==> src/rtl/fdc_host_pkg.sv <==
`timescale 1ns/1ps
package fdc_host_pkg;
  localparam int CNT_W = 4;
  localparam logic [7:0] VERSION_BYTE = 8'h90;
  localparam logic [7:0] INVALID_BYTE = 8'h80;
  localparam int OVR_BYTE = 1;
  localparam logic [7:0] OVR_MASK = 8'h10;

  typedef enum logic [1:0] {PH_IDLE, PH_CMD, PH_EXEC, PH_RES} phase_t;
  typedef enum logic [1:0] {SRC_EXEC, SRC_VERSION, SRC_INVALID} resSrc_t;

  typedef struct packed {
    logic [CNT_W-1:0] cmdLen;
    logic [CNT_W-1:0] resLen;
    resSrc_t src;
  } cmdInfo_t;

  typedef struct packed {
    logic paramWe;
    logic [CNT_W-1:0] paramIdx;
    logic resLoad;
    resSrc_t resSrc;
    logic xferCapture;
    logic hostCapture;
    logic ovr;
  } dpStrobe_t;

  function automatic cmdInfo_t decodeOpcode(input logic [4:0] op);
    cmdInfo_t r;
    r.src = SRC_EXEC;
    case (op)
      5'h02, 5'h05, 5'h06, 5'h09, 5'h0C, 5'h11, 5'h19, 5'h1D: begin
        r.cmdLen = 4'd9; r.resLen = 4'd7;
      end
      5'h0A: begin r.cmdLen = 4'd2; r.resLen = 4'd7; end
      5'h0D: begin r.cmdLen = 4'd6; r.resLen = 4'd7; end
      5'h03, 5'h0F: begin r.cmdLen = 4'd3; r.resLen = 4'd0; end
      5'h07: begin r.cmdLen = 4'd2; r.resLen = 4'd0; end
      5'h04: begin r.cmdLen = 4'd2; r.resLen = 4'd1; end
      5'h08: begin r.cmdLen = 4'd1; r.resLen = 4'd2; end
      5'h10: begin r.cmdLen = 4'd1; r.resLen = 4'd1; r.src = SRC_VERSION; end
      default: begin r.cmdLen = 4'd1; r.resLen = 4'd1; r.src = SRC_INVALID; end
    endcase
    return r;
  endfunction
endpackage

==> src/rtl/fdc_host_ctrl.sv <==
`timescale 1ns/1ps
module fdc_host_ctrl
  import fdc_host_pkg::*;
(
  input  logic clk,
  input  logic rstN,
  input  logic dataWr,
  input  logic dataRd,
  input  logic [4:0] opcodeIn,
  input  logic dmaMode,
  input  logic dmaAck,
  input  logic xferReq,
  input  logic xferToHost,
  input  logic execDone,
  output phase_t phase,
  output logic [CNT_W-1:0] resIdx,
  output logic pending,
  output logic pendToHost,
  output dpStrobe_t strobe,
  output logic cmdValid,
  output logic [4:0] cmdOpcode,
  output logic irq,
  output logic drq,
  output logic xferAck,
  output logic [7:0] msr
);
  localparam logic [CNT_W-1:0] ONE = 1;

  logic [CNT_W-1:0] cnt, cmdLen, resLen;
  resSrc_t src, finSrc;
  logic overrun, resIrq;
  cmdInfo_t info;
  logic inCmd, lastByte, svc, doneNow, execIrq;

  assign info     = decodeOpcode(opcodeIn);
  assign inCmd    = (phase == PH_IDLE) || (phase == PH_CMD);
  assign lastByte = dataWr && (((phase == PH_IDLE) && (info.cmdLen == ONE)) ||
                               ((phase == PH_CMD) && (cnt + ONE == cmdLen)));
  assign finSrc   = (phase == PH_IDLE) ? info.src : src;
  assign svc      = (phase == PH_EXEC) && pending &&
                    (dmaMode ? dmaAck : (pendToHost ? dataRd : dataWr));
  assign doneNow  = (phase == PH_EXEC) && execDone;
  assign execIrq  = (phase == PH_EXEC) && !dmaMode && pending;

  always_comb begin
    strobe.paramWe     = dataWr && inCmd;
    strobe.paramIdx    = (phase == PH_IDLE) ? '0 : cnt;
    strobe.resLoad     = (lastByte && (finSrc != SRC_EXEC)) || doneNow;
    strobe.resSrc      = doneNow ? SRC_EXEC : finSrc;
    strobe.xferCapture = (phase == PH_EXEC) && xferReq && !execDone;
    strobe.hostCapture = svc && !pendToHost && !execDone;
    strobe.ovr         = overrun || pending;
  end

  always_ff @(posedge clk) begin
    if (!rstN) begin
      phase <= PH_IDLE; cnt <= '0; cmdLen <= '0; resLen <= '0; resIdx <= '0;
      src <= SRC_EXEC; overrun <= 1'b0; resIrq <= 1'b0; pending <= 1'b0;
      pendToHost <= 1'b0; cmdValid <= 1'b0; cmdOpcode <= '0; xferAck <= 1'b0;
    end else begin
      cmdValid <= 1'b0;
      xferAck  <= 1'b0;
      case (phase)
        PH_IDLE, PH_CMD: begin
          if (dataWr) begin
            if (phase == PH_IDLE) begin
              cmdOpcode <= opcodeIn;
              cmdLen    <= info.cmdLen;
              resLen    <= info.resLen;
              src       <= info.src;
              overrun   <= 1'b0;
              cnt       <= ONE;
            end else begin
              cnt <= cnt + ONE;
            end
            if (lastByte) begin
              if (finSrc == SRC_EXEC) begin
                phase    <= PH_EXEC;
                cmdValid <= 1'b1;
              end else begin
                phase  <= PH_RES;
                resIdx <= '0;
              end
            end else begin
              phase <= PH_CMD;
            end
          end
        end
        PH_EXEC: begin
          if (execDone) begin
            overrun <= overrun || pending;
            pending <= 1'b0;
            resIdx  <= '0;
            if (resLen == '0) begin
              phase <= PH_IDLE;
            end else begin
              phase  <= PH_RES;
              resIrq <= 1'b1;
            end
          end else begin
            if (svc) begin
              pending <= 1'b0;
              xferAck <= 1'b1;
            end
            if (xferReq) begin
              if (pending && !svc) overrun <= 1'b1;
              pending    <= 1'b1;
              pendToHost <= xferToHost;
            end
          end
        end
        PH_RES: begin
          if (dataRd) begin
            resIrq <= 1'b0;
            resIdx <= resIdx + ONE;
            if (resIdx + ONE == resLen) phase <= PH_IDLE;
          end
        end
        default: phase <= PH_IDLE;
      endcase
    end
  end

  assign irq = execIrq || resIrq;
  assign drq = (phase == PH_EXEC) && dmaMode && pending;
  assign msr = {inCmd || (phase == PH_RES) || execIrq,
                (phase == PH_RES) || (execIrq && pendToHost),
                (phase == PH_EXEC) && !dmaMode,
                phase != PH_IDLE,
                4'b0000};
endmodule

==> src/rtl/fdc_host_datapath.sv <==
`timescale 1ns/1ps
module fdc_host_datapath
  import fdc_host_pkg::*;
#(
  parameter int MAX_CMD = 9,
  parameter int MAX_RES = 7,
  localparam int PARAM_W = MAX_CMD * 8,
  localparam int RES_W = MAX_RES * 8
) (
  input  logic clk,
  input  logic rstN,
  input  dpStrobe_t strobe,
  input  logic [7:0] wrData,
  input  logic [7:0] xferDataIn,
  input  logic [RES_W-1:0] execResult,
  input  phase_t phase,
  input  logic [CNT_W-1:0] resIdx,
  input  logic pending,
  input  logic pendToHost,
  input  logic addrSel,
  input  logic dmaAck,
  input  logic [7:0] msr,
  output logic [7:0] rdData,
  output logic [PARAM_W-1:0] cmdParams,
  output logic [7:0] xferDataOut
);
  logic [RES_W-1:0] resVec;
  logic [7:0] toHostBuf;

  always_ff @(posedge clk) begin
    if (!rstN) begin
      cmdParams   <= '0;
      toHostBuf   <= '0;
      xferDataOut <= '0;
    end else begin
      if (strobe.paramWe) cmdParams[strobe.paramIdx*8 +: 8] <= wrData;
      if (strobe.xferCapture) toHostBuf <= xferDataIn;
      if (strobe.hostCapture) xferDataOut <= (dmaAck || addrSel) ? wrData : xferDataOut;
    end
  end

  for (genvar g = 0; g < MAX_RES; g++) begin : gResByte
    logic [7:0] nxt;
    always_comb begin
      case (strobe.resSrc)
        SRC_EXEC:    nxt = execResult[g*8 +: 8] |
                           (((g == OVR_BYTE) && strobe.ovr) ? OVR_MASK : 8'h00);
        SRC_VERSION: nxt = (g == 0) ? VERSION_BYTE : 8'h00;
        default:     nxt = (g == 0) ? INVALID_BYTE : 8'h00;
      endcase
    end
    always_ff @(posedge clk) begin
      if (!rstN) resVec[g*8 +: 8] <= '0;
      else if (strobe.resLoad) resVec[g*8 +: 8] <= nxt;
    end
  end

  always_comb begin
    if (!addrSel && !dmaAck) rdData = msr;
    else if (phase == PH_RES) rdData = resVec[resIdx*8 +: 8];
    else if ((phase == PH_EXEC) && pending && pendToHost) rdData = toHostBuf;
    else rdData = 8'h00;
  end
endmodule

==> src/rtl/fdc_host_port.sv <==
`timescale 1ns/1ps
module fdc_host_port
  import fdc_host_pkg::*;
#(
  parameter int MAX_CMD = 9,
  parameter int MAX_RES = 7,
  localparam int PARAM_W = MAX_CMD * 8,
  localparam int RES_W = MAX_RES * 8
) (
  input  logic clk,
  input  logic rstN,
  input  logic addrSel,
  input  logic hostWr,
  input  logic hostRd,
  input  logic [7:0] wrData,
  output logic [7:0] rdData,
  input  logic dmaMode,
  output logic irq,
  output logic drq,
  input  logic dmaAck,
  output logic cmdValid,
  output logic [4:0] cmdOpcode,
  output logic [PARAM_W-1:0] cmdParams,
  input  logic xferReq,
  input  logic xferToHost,
  input  logic [7:0] xferDataIn,
  output logic xferAck,
  output logic [7:0] xferDataOut,
  input  logic execDone,
  input  logic [RES_W-1:0] execResult
);
  phase_t phase;
  logic [CNT_W-1:0] resIdx;
  logic pending, pendToHost;
  dpStrobe_t strobe;
  logic [7:0] msr;

  fdc_host_ctrl u_ctrl (
    .clk(clk), .rstN(rstN),
    .dataWr(hostWr && addrSel), .dataRd(hostRd && addrSel),
    .opcodeIn(wrData[4:0]), .dmaMode(dmaMode), .dmaAck(dmaAck),
    .xferReq(xferReq), .xferToHost(xferToHost), .execDone(execDone),
    .phase(phase), .resIdx(resIdx), .pending(pending), .pendToHost(pendToHost),
    .strobe(strobe), .cmdValid(cmdValid), .cmdOpcode(cmdOpcode),
    .irq(irq), .drq(drq), .xferAck(xferAck), .msr(msr)
  );

  fdc_host_datapath #(.MAX_CMD(MAX_CMD), .MAX_RES(MAX_RES)) u_dp (
    .clk(clk), .rstN(rstN), .strobe(strobe), .wrData(wrData),
    .xferDataIn(xferDataIn), .execResult(execResult), .phase(phase),
    .resIdx(resIdx), .pending(pending), .pendToHost(pendToHost),
    .addrSel(addrSel), .dmaAck(dmaAck), .msr(msr),
    .rdData(rdData), .cmdParams(cmdParams), .xferDataOut(xferDataOut)
  );
endmodule

==> config.mk <==
export PLATFORM = sky130hd
export DESIGN_NAME = fdc_host_port
export DESIGN_NICKNAME = d
export VERILOG_FILES = /design/src/rtl/fdc_host_pkg.sv /design/src/rtl/fdc_host_ctrl.sv /design/src/rtl/fdc_host_datapath.sv /design/src/rtl/fdc_host_port.sv
export SDC_FILE = /design/constraint.sdc
export NUM_CORES = 1
export LEC_CHECK = 0
export BUFFER_PORTS_ARGS = -buffer_cell sky130_fd_sc_hd__buf_2
export CAP_MARGIN = 15
export CORE_ASPECT_RATIO = 0.75
export CORE_MARGIN = 2
export CORE_UTILIZATION = 30
export DETAILED_ROUTE_END_ITERATION = 12
export REMOVE_ABC_BUFFERS = 1
export SYNTH_ARGS = -nofsm -noshare
export SYNTH_HDL_FRONTEND = slang
export SYNTH_SLANG_ARGS = --single-unit
==> constraint.sdc <==
create_clock -name clk -period 3.5 [get_ports clk]
set_clock_uncertainty 0.15 [all_clocks]
set_input_delay 0.875 -clock clk [delete_from_list [all_inputs] [get_ports clk]]
set_output_delay 0.875 -clock clk [all_outputs]
set_load 0.02 [all_outputs]
==> results of run 1 <==
==> cell type report <==
| type | count | area (µm²) |
|---|---|---|
| fillers | 2674 | 16200 |
| repair buffers | 214 | 1200 |
| flip-flops and latches | 174 | 3480 |
| diodes | 2 | 5.00 |
| inverters | 8 | 31.3 |
| clock inverters | 14 | 200 |
| clock buffers | 18 | 439 |
| well taps | 344 | 430 |
| multi-input cells | 626 | 4160 |
==> layer usage <==
layer  vias up  wire length [µm]  GRT usage
met1      3625             12800      0.270
li1       3618                 -          -
met4         0               444     0.0545
met3        30              1380     0.0398
met2       190             11200      0.258
met5         -                 0          0
==> report_power, final <==
group	switching, mW	internal, mW	total (mW)
Clock	0.903	1.18	2.08
Sequential	0.0398	2.02	2.06
Combinational	0.358	0.203	0.561
Total	1.30	3.40	4.70
==> cells in the mapped netlist (3+ instances only) <==
library cell and count:
dfxtp_1 174, mux2_2 9, buf_6 6, clkbuf_1 55, a211oi_1 6, and3b_1 4
o2bb2ai_1 8, o22ai_1 3, mux2i_1 34, buf_2 17, o21ai_1 4, nor2_1 53
a22oi_1 7, mux4_2 8, buf_1 5, nand3_1 42, or3_1 6, nand3b_1 8
xor2_1 5, nand4b_1 7, and3_1 20, nand4_1 14, nor2b_1 10, inv_1 8
nand2b_1 11, a31oi_1 7, o21ai_0 52, o211ai_1 4, a32o_1 54, xnor2_1 7
nor3_1 16, a21oi_1 93, nand2_1 78, and2_1 3, ha_1 4
==> cells by family (layout without fill, tap and decap cells) <==
group                      Yosys count  after routing  share of synthesized area
DFF                                174            174                      0.433
other                                0              2                          0
xor gates and xnor gates            12             12                     0.0131
muxes                               51             51                     0.0773
buffers and inverters               93            254                     0.0526
adders and majority gates            4              4                    0.00622
AOI/OAI and AO/OA                  271            271                      0.233
and+or+nand+nor                    288            288                      0.185
==> state kept, by name, summed over array words and instances (netlist names), 3 cells and up <==
| signal | flops |
|---|---|
| u_dp.toHostBuf | 8 |
| u_dp.xferDataOut | 8 |
| u_dp.resVec | 56 |
| u_ctrl.resIdx | 4 |
| u_ctrl.cnt | 4 |
| u_ctrl.resLen | 3 |
| u_dp.cmdParams | 72 |
| u_ctrl.cmdLen | 4 |
| u_ctrl.cmdOpcode | 5 |
==> per-stage QoR <==
stage / area, µm² / TNS, ns / setup WS [ns] / utilization
global placement: 9310 / 0 / 0.402 / 0.356
detailed placement: 9310 / 0 / 0.332 / 0.356
finish: 9950 / 0 / 0.166 / 0.380
CTS: 9940 / 0 / 0.0279 / 0.380
global route: 9950 / 0 / 0.0645 / 0.380
floorplan: 7650 / -65.97 / -1.63 / -
==> critical path: stages (launching register included) <==
cell and delay, ns:
dfxtp_1 0.33, buf_4 0.27, mux4_2 0.55, mux2_2 0.28
a22oi_1 0.20, nor2_1 0.06, buf_2 0.17
==> path summary, 6_finish.rpt <==
kind,end,slack (ns),from
hold reg to reg,u_dp.cmdParams[2]$_SDFFE_PN0P_,0.30,u_dp.cmdParams[2]$_SDFFE_PN0P_
setup / recovery,rdData[1],0.17,u_ctrl.resIdx[0]$_SDFFE_PN0P_
hold / removal,u_dp.cmdParams[2]$_SDFFE_PN0P_,0.30,u_dp.cmdParams[2]$_SDFFE_PN0P_
setup reg to reg,u_dp.cmdParams[55]$_SDFFE_PN0P_,0.47,u_ctrl.phase[1]$_SDFFE_PN0P_
==> flow_summary.toml, run 1 <==
[clock_tree]
cts_resized = 0
cts_hold_buf = 0
cts-root-buf = "clkbuf_16"
worst_skew_pair.late_latency_ns = 0.43
cts_buffers = 17
cts_tree = "yes"
clock_path_buffers = 2
h-tree-depth = 4
postCtsSetupRepairBufs = 0
cts_sinks = 174
clk_pin_slew_ns = 0.07

[drt]
drt-total-wl_um = 25700
wl_per_cell_um = 18.4
ant_nets = 0
routed_via_density = 5.33
drtPass1Iterations = 5
drc = 0
drt-initial-drc-count = 588
route.vias.total = 7463

[sta]
tightest_slew_ns = 1.15
setup_viol_count_final = 0
hold_violations = 0
rsz0062_at_grt = "false"
min_period_ns = 3.33
period_share = 0.953
final_max_slew_viol_count = 0
slew_headroom = 0.237
max_freq_mhz = 300
fin_hold_ws_ns = 0.300

[synthesis]
synth_top_cell_by_area = "dfxtp_1"
synth_cell_types = 72
ys_seq_area_frac = 0.433
synth.cell_area_um2 = 8050
async_flop_share = 0
synth_edf_count = 0
syn-instance-count = 893
yosysTopAreaCellShare = 0.433
ys_warn_count = 0
yosys_register_bits = 174
synthTopCellsByArea = "dfxtp_1, a32o_1, a21oi_1"
synthFlopType = "dfxtp_1"
synth.avg_cell_area_um2 = 9.01

[power_and_ir_drop]
power_mw = 4.70
leakage_nw = 3.94
ir_drop_mv = 0.294
power-per-cell-area_nw_per_um2 = 472

[layout]
final_common_cell = "buf_2"
final_cells = 1400
drive_above_1_share = 0.269
final_nets = 1127
final_cell_mix = "buf_2, dfxtp_1, a21oi_1"
syn2layout_area_growth_pct = 23.7

[flow_run]
maxCapViolations = 0

[die]
dieArea_um2 = 28200
start_util = 0.308
rows = 51
io_pins = 179
die_w_um = 193
core_um2 = 26200
dieHeight_um = 146

[grt]
grt_use_total = 0.182
grt_first_pass_wirelength_um = 40300
grt.overflow.total = 0
grt_pass1_vias = 7111
antenna_found_initial = 2
grt_max_degree = 105

[setup_path]
start_kind = "register"
path_max_fanout = 15
setup.worst_path.class = "reg2out"
crit_path_end_kind = "output pin"
r2r_cells = 8
cp.arrival_ns = 2.31
cp.required_ns = 2.47

[placement]
port_buffers = 178
gp_congestion = 0.812
dp_hpwl_um = 18000
dp.cells = 1366

[worst_hold_path]
hp-class = "reg2reg"
holdPathStages = 2

[run_status]
status = "completed"
Power figures use the tool's default switching activity.
==> inputs of run 2 (changes only) <==
--- a/config.mk
+++ b/config.mk
@@ -11,6 +11,7 @@
 export CORE_MARGIN = 2
 export CORE_UTILIZATION = 30
 export DETAILED_ROUTE_END_ITERATION = 12
+export RECOVER_POWER = 25
 export REMOVE_ABC_BUFFERS = 1
 export SYNTH_ARGS = -nofsm -noshare
 export SYNTH_HDL_FRONTEND = slang
==> run 2 against run 1 <==
Compared with the run above: worst hold slack improved by 0.0024 ns; sequential share of layout area increased by 0.29 points; clock power barely moved; critical path type unchanged; setup slack got worse by 0.0023 ns; global-route usage unchanged.
==> flow_summary.toml, run 2 (same netlist as run 1, synthesis figures left out) <==
[run_status]
status = "completed"

[layout]
largest-register = "u_dp.cmdParams"
final_common_cell = "dfxtp_1"
final_nets = 1127
largest_reg_flops = 72
final_cell_mix = "dfxtp_1, buf_2, a21oi_1"
syn2layout_area_growth_pct = 22.7
drive_above_1_share = 0.208
n_fill_cell = 2706
largestRegisters = "u_dp.cmdParams x72, u_dp.resVec x56"

[clock_tree]
cts_buffers = 17
cts_sinks = 174
clock_path_buffers = 2
cts_tree = "yes"
h-tree-depth = 4
cts_resized = 0
cts-root-buf = "clkbuf_16"
cts_hold_buf = 0
postCtsSetupRepairBufs = 0
clk_pin_slew_ns = 0.07
worst_skew_pair.late_latency_ns = 0.43

[die]
dieHeight_um = 146
io_pins = 179
die_w_um = 193
core_um2 = 26200
dieArea_um2 = 28200
start_util = 0.308
rows = 51

[setup_path]
path_max_fanout = 15
setup.worst_path.class = "reg2out"
cp.arrival_ns = 2.31
crit_path_end_kind = "output pin"
start_kind = "register"
cp.required_ns = 2.47

[power_and_ir_drop]
power.internal_mw = 3.40
power_mw = 4.70
power-per-cell-area_nw_per_um2 = 476
leakage_nw = 3.66
p_sw_mw = 1.30
combPwrFrac = 0.119
seq_power_share = 0.439
clkPwrFrac = 0.442
swShare = 0.277
ir_drop_mv = 0.295

[sta]
max_freq_mhz = 300
hold_violations = 0
setup_viol_count_final = 0
min_period_ns = 3.34
tightest_slew_ns = 1.14
final_max_slew_viol_count = 0
slew_headroom = 0.242
rsz0062_at_grt = "false"
period_share = 0.953
fin_setup_tns_ns = 0
fin_hold_ws_ns = 0.303

[grt]
antenna_found_initial = 2
grt_pass1_vias = 7111
grt_use_total = 0.182
grt_first_pass_wirelength_um = 40300
grt_max_degree = 105
grt.overflow.total = 0

[placement]
port_buffers = 178
dp_hpwl_um = 18000
gp_congestion = 0.812

[drt]
drtPass1Iterations = 5
drt-initial-drc-count = 617
routed_via_density = 5.32
wl_per_cell_um = 18.3
drc = 0
ant_nets = 0
route.vias.total = 7450
drt-total-wl_um = 25700

[flow_run]
maxCapViolations = 0

[worst_hold_path]
hp-class = "reg2reg"
## run 2: changes by cell type in the layout (fill, tap and decap cells not counted), sizes merged
cell    delta
buf       -65
clkbuf    +65
## run 2: path summary, 6_finish.rpt
check                                      start                         endpoint  slack, ns  depth (start not counted)
setup reg to reg    u_ctrl.phase[1]$_SDFFE_PN0P_  u_dp.cmdParams[54]$_SDFFE_PN0P_       0.40                          8
setup / recovery   u_ctrl.resIdx[0]$_SDFFE_PN0P_                        rdData[1]       0.16                          6
hold / removal    u_dp.cmdParams[2]$_SDFFE_PN0P_   u_dp.cmdParams[2]$_SDFFE_PN0P_       0.30                          2
hold reg to reg   u_dp.cmdParams[2]$_SDFFE_PN0P_   u_dp.cmdParams[2]$_SDFFE_PN0P_       0.30                          2
## run 2: metrics by stage
stage	util	cell area, µm²	worst slack (ns)	instances
2_1_floorplan	-	7650	-1.63	808
3_3_place_gp	0.356	9310	0.402	1366
3_5_place_dp	0.356	9310	0.332	1366
4_1_cts	0.380	9940	0.0279	1398
5_1_grt	0.377	9870	0.0645	1400
6_report	0.377	9870	0.163	1400
## run 2: area by class of cell
cell class / count / area, µm² / area share
Sequential cell: 174 / 3480 / 0.353
Clock buffer: 18 / 439 / 0.0445
Clock inverter: 14 / 200 / 0.0203
Antenna cell: 2 / 5.00 / 0.000507
Tap cell: 344 / 430 / 0.0436
Inverter: 8 / 31.3 / 0.00317
Multi-Input combinational cell: 626 / 4160 / 0.422
Timing Repair Buffer: 214 / 1120 / 0.113
## run 2: power by group through the flow
| stage | clock (mW) | combinational [mW] | sequential, mW |
|---|---|---|---|
| after detailed placement | 0 | 0.556 | 2.11 |
| after CTS | 2.13 | 0.558 | 2.06 |
| after global placement | 0 | 0.552 | 2.11 |
| after global routing | 2.22 | 0.610 | 2.07 |
| final | 2.08 | 0.558 | 2.06 |
| after floorplan | 0 | 0.290 | 2.12 |
## run 2: critical path: stages, from the launching register on
cell	delay, ns
dfxtp_1	0.33
buf_4	0.27
mux4_2	0.55
mux2_2	0.28
a22oi_1	0.20
nor2_1	0.06
buf_2	0.17
## run 2: per-layer routing
layer / vias up / wire length, µm / part of all wire / track usage
met3: 27 / 1300 / 0.050 / 0.0398
met5: - / 0 / 0 / 0
met1: 3629 / 12900 / 0.50 / 0.270
li1: 3621 / - / - / -
met2: 173 / 11100 / 0.43 / 0.258
met4: 0 / 414 / 0.016 / 0.0545
